File: config.mk
export PLATFORM = sky130hd
export DESIGN_NAME = alu8_cc
export DESIGN_NICKNAME = d
export VERILOG_FILES = /design/src/rtl/alu8_pkg.sv /design/src/rtl/alu8_arith.sv /design/src/rtl/alu8_shift.sv /design/src/rtl/alu8_daa.sv /design/src/rtl/alu8_cc.sv
export SDC_FILE = /design/constraint.sdc
export NUM_CORES = 1
export LEC_CHECK = 0
export BUFFER_PORTS_ARGS = -buffer_cell sky130_fd_sc_hd__clkbuf_2
export CELL_PAD_IN_SITES_DETAIL_PLACEMENT = 1
export CELL_PAD_IN_SITES_GLOBAL_PLACEMENT = 1
export CORE_MARGIN = 5
export CORE_UTILIZATION = 43
export DETAILED_ROUTE_END_ITERATION = 8
export PLACE_DENSITY = 0.92
export RECOVER_POWER = 25
export SETUP_SLACK_MARGIN = 0.3
export SLEW_MARGIN = 15
export SYNTH_ARGS = -nofsm -noshare
export SYNTH_HDL_FRONTEND = slang
export SYNTH_SLANG_ARGS = --single-unit
File: constraint.sdc
create_clock -name clk -period 4.2 [get_ports clk]
set_input_delay 0.42 -clock clk [delete_from_list [all_inputs] [get_ports clk]]
set_output_delay 0.42 -clock clk [all_outputs]
set_load 0.02 [all_outputs]
File: src/rtl/alu8_pkg.sv
package alu8_pkg;

    typedef enum logic [3:0] {
        OP_ADD  = 4'h0,
        OP_ADC  = 4'h1,
        OP_SUB  = 4'h2,
        OP_SBC  = 4'h3,
        OP_INC  = 4'h4,
        OP_DEC  = 4'h5,
        OP_COM  = 4'h6,
        OP_NEG  = 4'h7,
        OP_ASL  = 4'h8,
        OP_ASR  = 4'h9,
        OP_LSR  = 4'hA,
        OP_ROL  = 4'hB,
        OP_ROR  = 4'hC,
        OP_DAA  = 4'hD,
        OP_RSV0 = 4'hE,
        OP_RSV1 = 4'hF
    } alu_op_e;

    // Packed flag order: bit4 H, bit3 N, bit2 Z, bit1 V, bit0 C
    typedef struct packed {
        logic h;
        logic n;
        logic z;
        logic v;
        logic c;
    } ccr_t;

endpackage

File: src/rtl/alu8_arith.sv
module alu8_arith
    import alu8_pkg::*;
#(
    parameter int W = 8
) (
    input  alu_op_e        op,
    input  logic [W-1:0]   a,
    input  logic [W-1:0]   b,
    input  ccr_t           fin,
    output logic [W-1:0]   res,
    output ccr_t           fout
);
    localparam int NIB = W / 2;
    localparam logic [W-1:0] ONE     = {{(W-1){1'b0}}, 1'b1};
    localparam logic [W-1:0] MIN_NEG = {1'b1, {(W-1){1'b0}}};
    localparam logic [W-1:0] MAX_POS = {1'b0, {(W-1){1'b1}}};

    logic         carry_in;
    logic [W:0]   wide_add;
    logic [W:0]   wide_sub;
    logic [NIB:0] nib_add;

    always_comb begin
        carry_in = ((op == OP_ADC) || (op == OP_SBC)) ? fin.c : 1'b0;
        wide_add = {1'b0, a} + {1'b0, b} + {{W{1'b0}}, carry_in};
        wide_sub = {1'b0, a} - {1'b0, b} - {{W{1'b0}}, carry_in};
        nib_add  = {1'b0, a[NIB-1:0]} + {1'b0, b[NIB-1:0]} + {{NIB{1'b0}}, carry_in};
        res  = a;
        fout = fin;
        case (op)
            OP_ADD, OP_ADC: begin
                res    = wide_add[W-1:0];
                fout.c = wide_add[W];
                fout.h = nib_add[NIB];
                fout.v = (a[W-1] == b[W-1]) && (wide_add[W-1] != a[W-1]);
            end
            OP_SUB, OP_SBC: begin
                res    = wide_sub[W-1:0];
                fout.c = wide_sub[W];
                fout.v = (a[W-1] != b[W-1]) && (wide_sub[W-1] != a[W-1]);
            end
            OP_INC: begin
                res    = a + ONE;
                fout.v = (res == MIN_NEG);
            end
            OP_DEC: begin
                res    = a - ONE;
                fout.v = (res == MAX_POS);
            end
            OP_COM: begin
                res    = ~a;
                fout.v = 1'b0;
                fout.c = 1'b1;
            end
            OP_NEG: begin
                res    = {W{1'b0}} - a;
                fout.v = (res == MIN_NEG);
                fout.c = |res;
            end
            default: begin
                res  = a;
                fout = fin;
            end
        endcase
    end

endmodule

File: src/rtl/alu8_shift.sv
module alu8_shift
    import alu8_pkg::*;
#(
    parameter int W = 8
) (
    input  alu_op_e      op,
    input  logic [W-1:0] a,
    input  ccr_t         fin,
    output logic [W-1:0] res,
    output ccr_t         fout
);
    logic out_bit;
    logic moved;

    always_comb begin
        res     = a;
        out_bit = fin.c;
        moved   = 1'b1;
        case (op)
            OP_ASL: begin res = {a[W-2:0], 1'b0};    out_bit = a[W-1]; end
            OP_ROL: begin res = {a[W-2:0], fin.c};   out_bit = a[W-1]; end
            OP_ASR: begin res = {a[W-1], a[W-1:1]};  out_bit = a[0];   end
            OP_LSR: begin res = {1'b0, a[W-1:1]};    out_bit = a[0];   end
            OP_ROR: begin res = {fin.c, a[W-1:1]};   out_bit = a[0];   end
            default: moved = 1'b0;
        endcase
        fout = fin;
        if (moved) begin
            fout.c = out_bit;
            fout.v = res[W-1] ^ out_bit;
        end
    end

endmodule

File: src/rtl/alu8_daa.sv
module alu8_daa
    import alu8_pkg::*;
#(
    parameter int W = 8
) (
    input  logic [W-1:0] a,
    input  ccr_t         fin,
    output logic [W-1:0] res,
    output ccr_t         fout
);
    localparam int NIB = W / 2;
    localparam logic [NIB-1:0] NINE  = NIB'(9);
    localparam logic [NIB-1:0] EIGHT = NIB'(8);
    localparam logic [NIB-1:0] SIX   = NIB'(6);

    logic [NIB-1:0] lo_nib;
    logic [NIB-1:0] hi_nib;
    logic           lo_big;
    logic [W-1:0]   corr;
    logic [W:0]     adj_sum;

    always_comb begin
        lo_nib = a[NIB-1:0];
        hi_nib = a[W-1:NIB];
        lo_big = (lo_nib > NINE);
        corr   = {W{1'b0}};
        if (lo_big || fin.h)
            corr[NIB-1:0] = SIX;
        if ((hi_nib > NINE) || fin.c || ((hi_nib > EIGHT) && lo_big))
            corr[W-1:NIB] = SIX;
        adj_sum = {1'b0, a} + {1'b0, corr};
        res     = adj_sum[W-1:0];
        fout    = fin;
        fout.v  = 1'b0;
        fout.c  = fin.c | adj_sum[W];
    end

endmodule

File: src/rtl/alu8_cc.sv
module alu8_cc
    import alu8_pkg::*;
#(
    parameter int DATA_W = 8
) (
    input  logic              clk,
    input  logic              rst,
    input  logic              valid_in,
    input  logic [3:0]        op_sel,
    input  logic [DATA_W-1:0] acc_in,
    input  logic [DATA_W-1:0] opnd_in,
    input  logic [4:0]        flags_in,
    output logic [DATA_W-1:0] result_q,
    output logic [4:0]        flags_q
);
    typedef struct packed {
        logic [DATA_W-1:0] res;
        ccr_t              ccr;
    } stage_t;

    stage_t stage_d, stage_q;

    alu_op_e op;
    ccr_t    fin;
    assign op  = alu_op_e'(op_sel);
    assign fin = ccr_t'(flags_in);

    logic [DATA_W-1:0] arith_res, shift_res, daa_res;
    ccr_t              arith_f, shift_f, daa_f;

    alu8_arith #(.W(DATA_W)) u_arith (
        .op(op), .a(acc_in), .b(opnd_in), .fin(fin), .res(arith_res), .fout(arith_f)
    );

    alu8_shift #(.W(DATA_W)) u_shift (
        .op(op), .a(acc_in), .fin(fin), .res(shift_res), .fout(shift_f)
    );

    alu8_daa #(.W(DATA_W)) u_daa (
        .a(acc_in), .fin(fin), .res(daa_res), .fout(daa_f)
    );

    always_comb begin
        stage_d = stage_q;
        if (valid_in) begin
            case (op)
                OP_ADD, OP_ADC, OP_SUB, OP_SBC,
                OP_INC, OP_DEC, OP_COM, OP_NEG: begin
                    stage_d.res = arith_res;
                    stage_d.ccr = arith_f;
                end
                OP_ASL, OP_ASR, OP_LSR, OP_ROL, OP_ROR: begin
                    stage_d.res = shift_res;
                    stage_d.ccr = shift_f;
                end
                OP_DAA: begin
                    stage_d.res = daa_res;
                    stage_d.ccr = daa_f;
                end
                default: begin
                    stage_d.res = acc_in;
                    stage_d.ccr = fin;
                end
            endcase
            if ((op != OP_RSV0) && (op != OP_RSV1)) begin
                stage_d.ccr.n = stage_d.res[DATA_W-1];
                stage_d.ccr.z = (stage_d.res == {DATA_W{1'b0}});
            end
        end
    end

    always_ff @(posedge clk) begin
        if (rst) stage_q <= '0;
        else     stage_q <= stage_d;
    end

    assign result_q = stage_q.res;
    assign flags_q  = stage_q.ccr;

endmodule

==> flow_summary.json, run 1 <==
{
  "crit_type": "in -> reg",
  "n_fill_cell": 941,
  "irDropWorstVdd_mv": 0.08312,
  "tns_ns": 0,
  "comb_power_share_pct": 62.4,
  "core_um2": 7176,
  "critPathRequiredTime_ns": 4.33,
  "p_int_mw": 0.3601,
  "timing.slew.headroom_pct": 56.38,
  "wl_per_cell_um": 20.27,
  "p_switching_mw": 0.3056,
  "async_reset_ff_share_pct": 0,
  "cts_resized": 0,
  "hold_viol": 0,
  "cts_hold_buffers": 0,
  "area_delta_synth_final_pct": 7.853,
  "n_antenna_cell": 0,
  "synthTopCellsByArea": "ha_1 11%, dfxtp_1 8.3%, xnor2_1 5.0%",
  "fmax_ghz": 0.3001,
  "drv_slew": 0,
  "cp.arrival_ns": 3.46,
  "synth_cell_type_count": 70,
  "grt_overflow_total": 0,
  "cts.path.max_buffers": 2,
  "yosysTopAreaCell": "ha_1",
  "worstSkewPairLatency_ns": 0.24,
  "finClkSkew_ns": 0,
  "switching_share_pct": 45.90,
  "cts_tree": "done",
  "initial_core_util_pct": 43.52,
  "clock-root-buffer": "clkbuf_8",
  "power_mw": 0.6657,
  "synth_flop_cell": "dfxtp_1",
  "drt_wl_total_um": 11230,
  "p_clk_share_pct": 16.7,
  "endpoint_kind": "flop",
  "min_period_over_period_pct": 79.33,
  "die_h_um": 95.22,
  "io_pins": 41,
  "first_global_vias": 3563,
  "vias": 3568,
  "clk_pin_slew_ns": 0.05,
  "dieArea_um2": 9067,
  "dp_hpwl_um": 8660,
  "via_per_inst": 6.440,
  "route.antenna.remaining_nets": 0,
  "layout-drive-gt1-share_pct": 12.53,
  "die_w_um": 95.22,
  "cts_buffers": 3,
  "p_leak_nw": 1.381,
  "drt-pass1-iter-count": 5,
  "hold_path_class": "in -> reg",
  "antenna_found_initial": 0,
  "grt_pass1_wl_um": 18040,
  "fin_crit_ns": 3.332,
  "seqPwrFrac_pct": 20.9,
  "rsz0062_at_grt": "no",
  "placement.io_buffers": 40,
  "drcViolationCount": 0,
  "critPathMaxFanout": 8,
  "start_kind": "primary input",
  "syn-mean-instance-area_um2": 7.146,
  "synth-edff-count": 0,
  "synth_top_area_share_pct": 10.82,
  "cts_setup_buffers": 0,
  "fin_nets": 516,
  "outcome": "finished, final reports clean",
  "max_slew.worst_pin.slew_ns": 0.6455,
  "netlist_area_um2": 3123,
  "yosys_warnings": 0,
  "synth-seq-cells": 13,
  "synth_cells": 437,
  "num_rows": 31,
  "grt_max_degree": 46,
  "grt.total_usage_pct": 25.16,
  "yosys.cell_count.top_type": "nor2_1",
  "seq_area_frac_synth_pct": 8.333,
  "setup_violations": 0,
  "ctsHtreeMaxLevel": 1,
  "power_density_nw_per_um2": 197.6,
  "synth_commonest_cells": "34 x nor2_1, 29 x nand2_1, 28 x inv_1",
  "maxCapViolations": 0,
  "syn-num-nets": 497,
  "globalplace.congestion": 1.146,
  "cts.sinks": 13,
  "drtIter0Drc": 313
}
[area by class of cell]
cell class	instances	area, µm²	area share, %
Multi-Input combinational cell	359	2570	76.30
Clock buffer	4	45.04	1.337
Sequential cell	13	260.3	7.727
Timing Repair Buffer	48	252.7	7.504
Tap cell	99	123.9	3.678
Inverter	31	116.4	3.455
[cells by family after synthesis]
family	after synthesis	share of synthesized area, %
AO/OA/AOI/OAI	134	30.05
buffers and inverters	65	9.375
flip-flops	13	8.333
AND/OR/NAND/NOR	153	25.68
multiplexers	15	5.289
XOR/XNOR	25	7.252
adder cells (fa/ha/maj)	32	14.02
[critical path, stage by stage]
cell and delay (ns):
clkbuf_2 0.09, inv_1 0.13, ha_1 0.33, nor2_1 0.13
o21ai_0 0.10, nand2b_1 0.17, ha_1 0.19, inv_1 0.06
fa_1 0.43, nand3b_1 0.20, xor2_1 0.17, o22ai_1 0.11
a211o_1 0.30, o32ai_2 0.36, mux2_2 0.22, nor2_1 0.04
[sequential cells by signal, summed over array words and instances, names as in the netlist]
register	cells
flags_q	5
result_q	8
[stage by stage]
step	util [%]	std cells	hold WS, ns	worst slack [ns]	cell area, µm²
final	46.94	554	0.4799	0.8680	3368
after global routing	46.94	554	0.5013	0.6484	3368
after CTS	47.04	554	0.4827	0.9160	3376
after detailed placement	46.42	550	0.4762	0.6971	3331
after global placement	46.42	550	0.4730	0.7407	3331
after floorplan	-	437	0.4921	0.9892	3123
[path summary, 6_finish.rpt]
path | startpoint | end | slack (ns) | depth (start not counted)
max | acc_in[1] | result_q[5] | 0.87 | 16
min | flags_in[3] | flags_q[3] | 0.48 | 3
max reg2reg | flags_q[0] | flags_q[0] | 3.41 | 2
min reg2reg | result_q[6] | result_q[6] | 0.48 | 2
[placed cells by master, fill, tap and decap left out, types with 3 or more instances in the layout]
master / n
a211oi_1: 8
a21o_1: 4
a21oi_1: 26
a221oi_1: 9
a22oi_1: 3
a31oi_1: 12
and2_1: 5
and3_1: 8
buf_4: 8
clkbuf_1: 7
clkbuf_2: 34
clkbuf_8: 3
clkinv_1: 3
dfxtp_1: 13
fa_1: 5
ha_1: 27
inv_1: 28
mux2i_1: 12
nand2_1: 29
nand2b_1: 12
nand3_1: 14
nand3b_1: 4
nand4b_1: 3
nor2_1: 34
nor2b_1: 7
nor3_1: 16
nor4_1: 6
o2111ai_1: 3
o211ai_1: 8
o21ai_0: 22
o22ai_1: 5
o32ai_1: 3
or2_2: 3
or3_1: 3
xnor2_1: 18
xor2_1: 6
[per-layer routing]
metal / global-route usage (%) / vias to the layer above / wire length, µm
met2: 41.40 / 176 / 5163
met4: 12.50 / 0 / 527
met5: 0 / - / 0
met1: 31.60 / 1695 / 4643
met3: 4.183 / 44 / 897
li1: - / 1653 / -
[power groups by stage]
stage	combinational (mW)	sequential [mW]	clock, mW
2_1_floorplan	0.284	0.154	0
3_3_place_gp	0.392	0.141	0
3_5_place_dp	0.408	0.142	0
4_1_cts	0.410	0.139	0.115
5_1_grt	0.454	0.140	0.121
6_report	0.415	0.139	0.111
(Power assumes the default switching activity.)
==> inputs of run 2 (changes only) <==
--- a/config.mk
+++ b/config.mk
@@ -9,9 +9,9 @@
 export CELL_PAD_IN_SITES_DETAIL_PLACEMENT = 1
 export CELL_PAD_IN_SITES_GLOBAL_PLACEMENT = 1
 export CORE_MARGIN = 5
-export CORE_UTILIZATION = 43
+export CORE_UTILIZATION = 39
 export DETAILED_ROUTE_END_ITERATION = 8
-export PLACE_DENSITY = 0.92
+export PLACE_DENSITY = 0.88
 export RECOVER_POWER = 25
 export SETUP_SLACK_MARGIN = 0.3
 export SLEW_MARGIN = 15
==> constraint.sdc (replaced) <==
create_clock -name clk -period 3 [get_ports clk]
set_input_delay 0.3 -clock clk [delete_from_list [all_inputs] [get_ports clk]]
set_output_delay 0.3 -clock clk [all_outputs]
set_load 0.02 [all_outputs]
==> flow_summary.json, run 2 (synthesis gave the netlist of run 1 again) <==
{
  "power_density_nw_per_um2": 269.6,
  "wl_per_cell_um": 20.84,
  "drcViolationCount": 0,
  "reg2reg_to": "flags_q[3]",
  "globalplace.congestion": 0.9534,
  "whs_path_depth": 3,
  "die_h_um": 99.49,
  "maxCapViolations": 0,
  "largest_register_ff_count": 8,
  "holdPathEnd": "flags_q[3]",
  "cts_buffers": 3,
  "p_int_mw": 0.5609,
  "fin_nets": 549,
  "io_pins": 41,
  "endpoint_kind": "flop",
  "p_clk_share_pct": 14.9,
  "hold_path_class": "in -> reg",
  "hp-start": "flags_in[3]",
  "drt-pass1-iter-count": 6,
  "rr_worst_depth": 3,
  "first_global_vias": 3729,
  "r2r_slack_ns": 2.16,
  "p_leak_nw": 1.573,
  "area_delta_synth_final_pct": 22.12,
  "clk_pin_slew_ns": 0.05,
  "cts.path.max_buffers": 2,
  "fmax_ghz": 0.3686,
  "cp.arrival_ns": 2.82,
  "dieArea_um2": 9897,
  "r2r-start": "flags_q[3]",
  "dp.cells": 581,
  "grt_overflow_total": 0,
  "clock-root-buffer": "clkbuf_8",
  "setup_violations": 0,
  "n_antenna_cell": 0,
  "placement.io_buffers": 40,
  "grt.total_usage_pct": 23.75,
  "finClkSkew_ns": 0,
  "core_um2": 7767,
  "initial_core_util_pct": 40.21,
  "layout_common_cells": "41 x buf_4, 31 x nor2_1, 31 x clkbuf_2, 29 x nand2_1, 25 x a21oi_1",
  "path_buf_inv": 4,
  "die_w_um": 99.49,
  "drv_slew": 0,
  "worstPathCellList": "buf_12 > buf_4 > fa_1 > inv_1 > fa_2 > nor2_1 > o311a_1 > o21ai_2 > a21oi_1 > o311a_1 > a211oi_2 > buf_4 > o32ai_1",
  "ctsHtreeMaxLevel": 1,
  "antenna_found_initial": 0,
  "worstSkewPairLatency_ns": 0.24,
  "grt_pass1_wl_um": 19040,
  "num_rows": 32,
  "max_stage_delay_ns": 0.46,
  "outcome": "finished, final reports clean",
  "via_per_inst": 6.256,
  "critPathMaxFanout": 5,
  "critPathRequiredTime_ns": 3.11,
  "cpLargestDelayFamily": "compound AO/OA/AOI/OAI gates",
  "n_fill_cell": 1005,
  "cts.sinks": 13,
  "irDropWorstVdd_mv": 0.1007,
  "power_mw": 1.028,
  "fin_cells": 590,
  "vias": 3691,
  "p_switching_mw": 0.4672,
  "crit_slowest_cell": "fa_1",
  "min_period_over_period_pct": 90.43,
  "crit_type": "in -> reg",
  "start_kind": "primary input",
  "drtIter0Drc": 459,
  "layout-drive-gt1-share_pct": 24.39,
  "cts_tree": "done",
  "seqPwrFrac_pct": 19.0,
  "fin_crit_ns": 2.713,
  "mostFrequentLayoutCell": "buf_4",
  "timing.slew.headroom_pct": 55.61,
  "cp-startpoint": "acc_in[0]",
  "drt_wl_total_um": 12290,
  "path_depth": 13,
  "rsz0062_at_grt": "yes",
  "postPlaceCellArea_um2": 3622,
  "final_area_um2": 3814,
  "max_slew.worst_pin.slew_ns": 0.6568,
  "hold_viol": 0,
  "switching_share_pct": 45.45,
  "comb_power_share_pct": 66.2,
  "route.antenna.remaining_nets": 0,
  "dp_hpwl_um": 9454,
  "holdWs_ns": 0.4111,
  "grt_max_degree": 46
}
==> run 2: metrics by stage <==
step	setup WS [ns]	utilization [%]	TNS (ns)
3_5_place_dp	-0.1013	46.63	-0.2625
5_1_grt	0.1608	49.10	0
2_1_floorplan	0.1950	-	0
3_3_place_gp	0.02690	46.63	0
6_report	0.2871	49.10	0
4_1_cts	0.3034	47.60	0
==> run 2: power by group through the flow <==
stage	registers [mW]	clock network (mW)	logic [mW]
final	0.195	0.153	0.680
after global routing	0.197	0.162	0.736
after CTS	0.195	0.155	0.639
after detailed placement	0.199	0	0.627
after global placement	0.197	0	0.604
after floorplan	0.215	0	0.417
==> run 2: metal layers <==
layer | routed length (µm) | GRT usage [%] | share of wire [%]
met3 | 745 | 2.805 | 6.1
met2 | 5754 | 40.50 | 47
met5 | 0 | 0 | 0
met4 | 443 | 7.353 | 3.6
met1 | 5350 | 31.23 | 44
==> run 2: how the worst max path moves through the flow <==
stage,to
2_1_floorplan,flags_q[2]
3_3_place_gp,result_q[5]
3_5_place_dp,result_q[5]
4_1_cts,flags_q[2]
5_1_grt,flags_q[2]
6_report,flags_q[0]
==> run 2: cell type report <==
type	count	area, µm²	share of cell area (%)
Tap cell	102	127.6	3.346
Inverter	31	128.9	3.379
Clock buffer	4	45.04	1.181
Sequential cell	13	260.3	6.824
Timing Repair Buffer	81	531.8	13.94
Multi-Input combinational cell	359	2720	71.33
==> run 2: timing repair <==
item / 4_1_cts / 5_1_grt
setup endpoints to repair: 6 / 8
setup buffers: 1 / 4
hold buffers: 0 / 0
resized for setup: 8 / 28
pin swaps: 5 / 20
==> run 2: worst min-delay path: cells and delay by family <==
| kind | cells | cell delay, ns |
|---|---|---|
| compound gates | 2 | 0.23 |
| buf+inv | 1 | 0.08 |
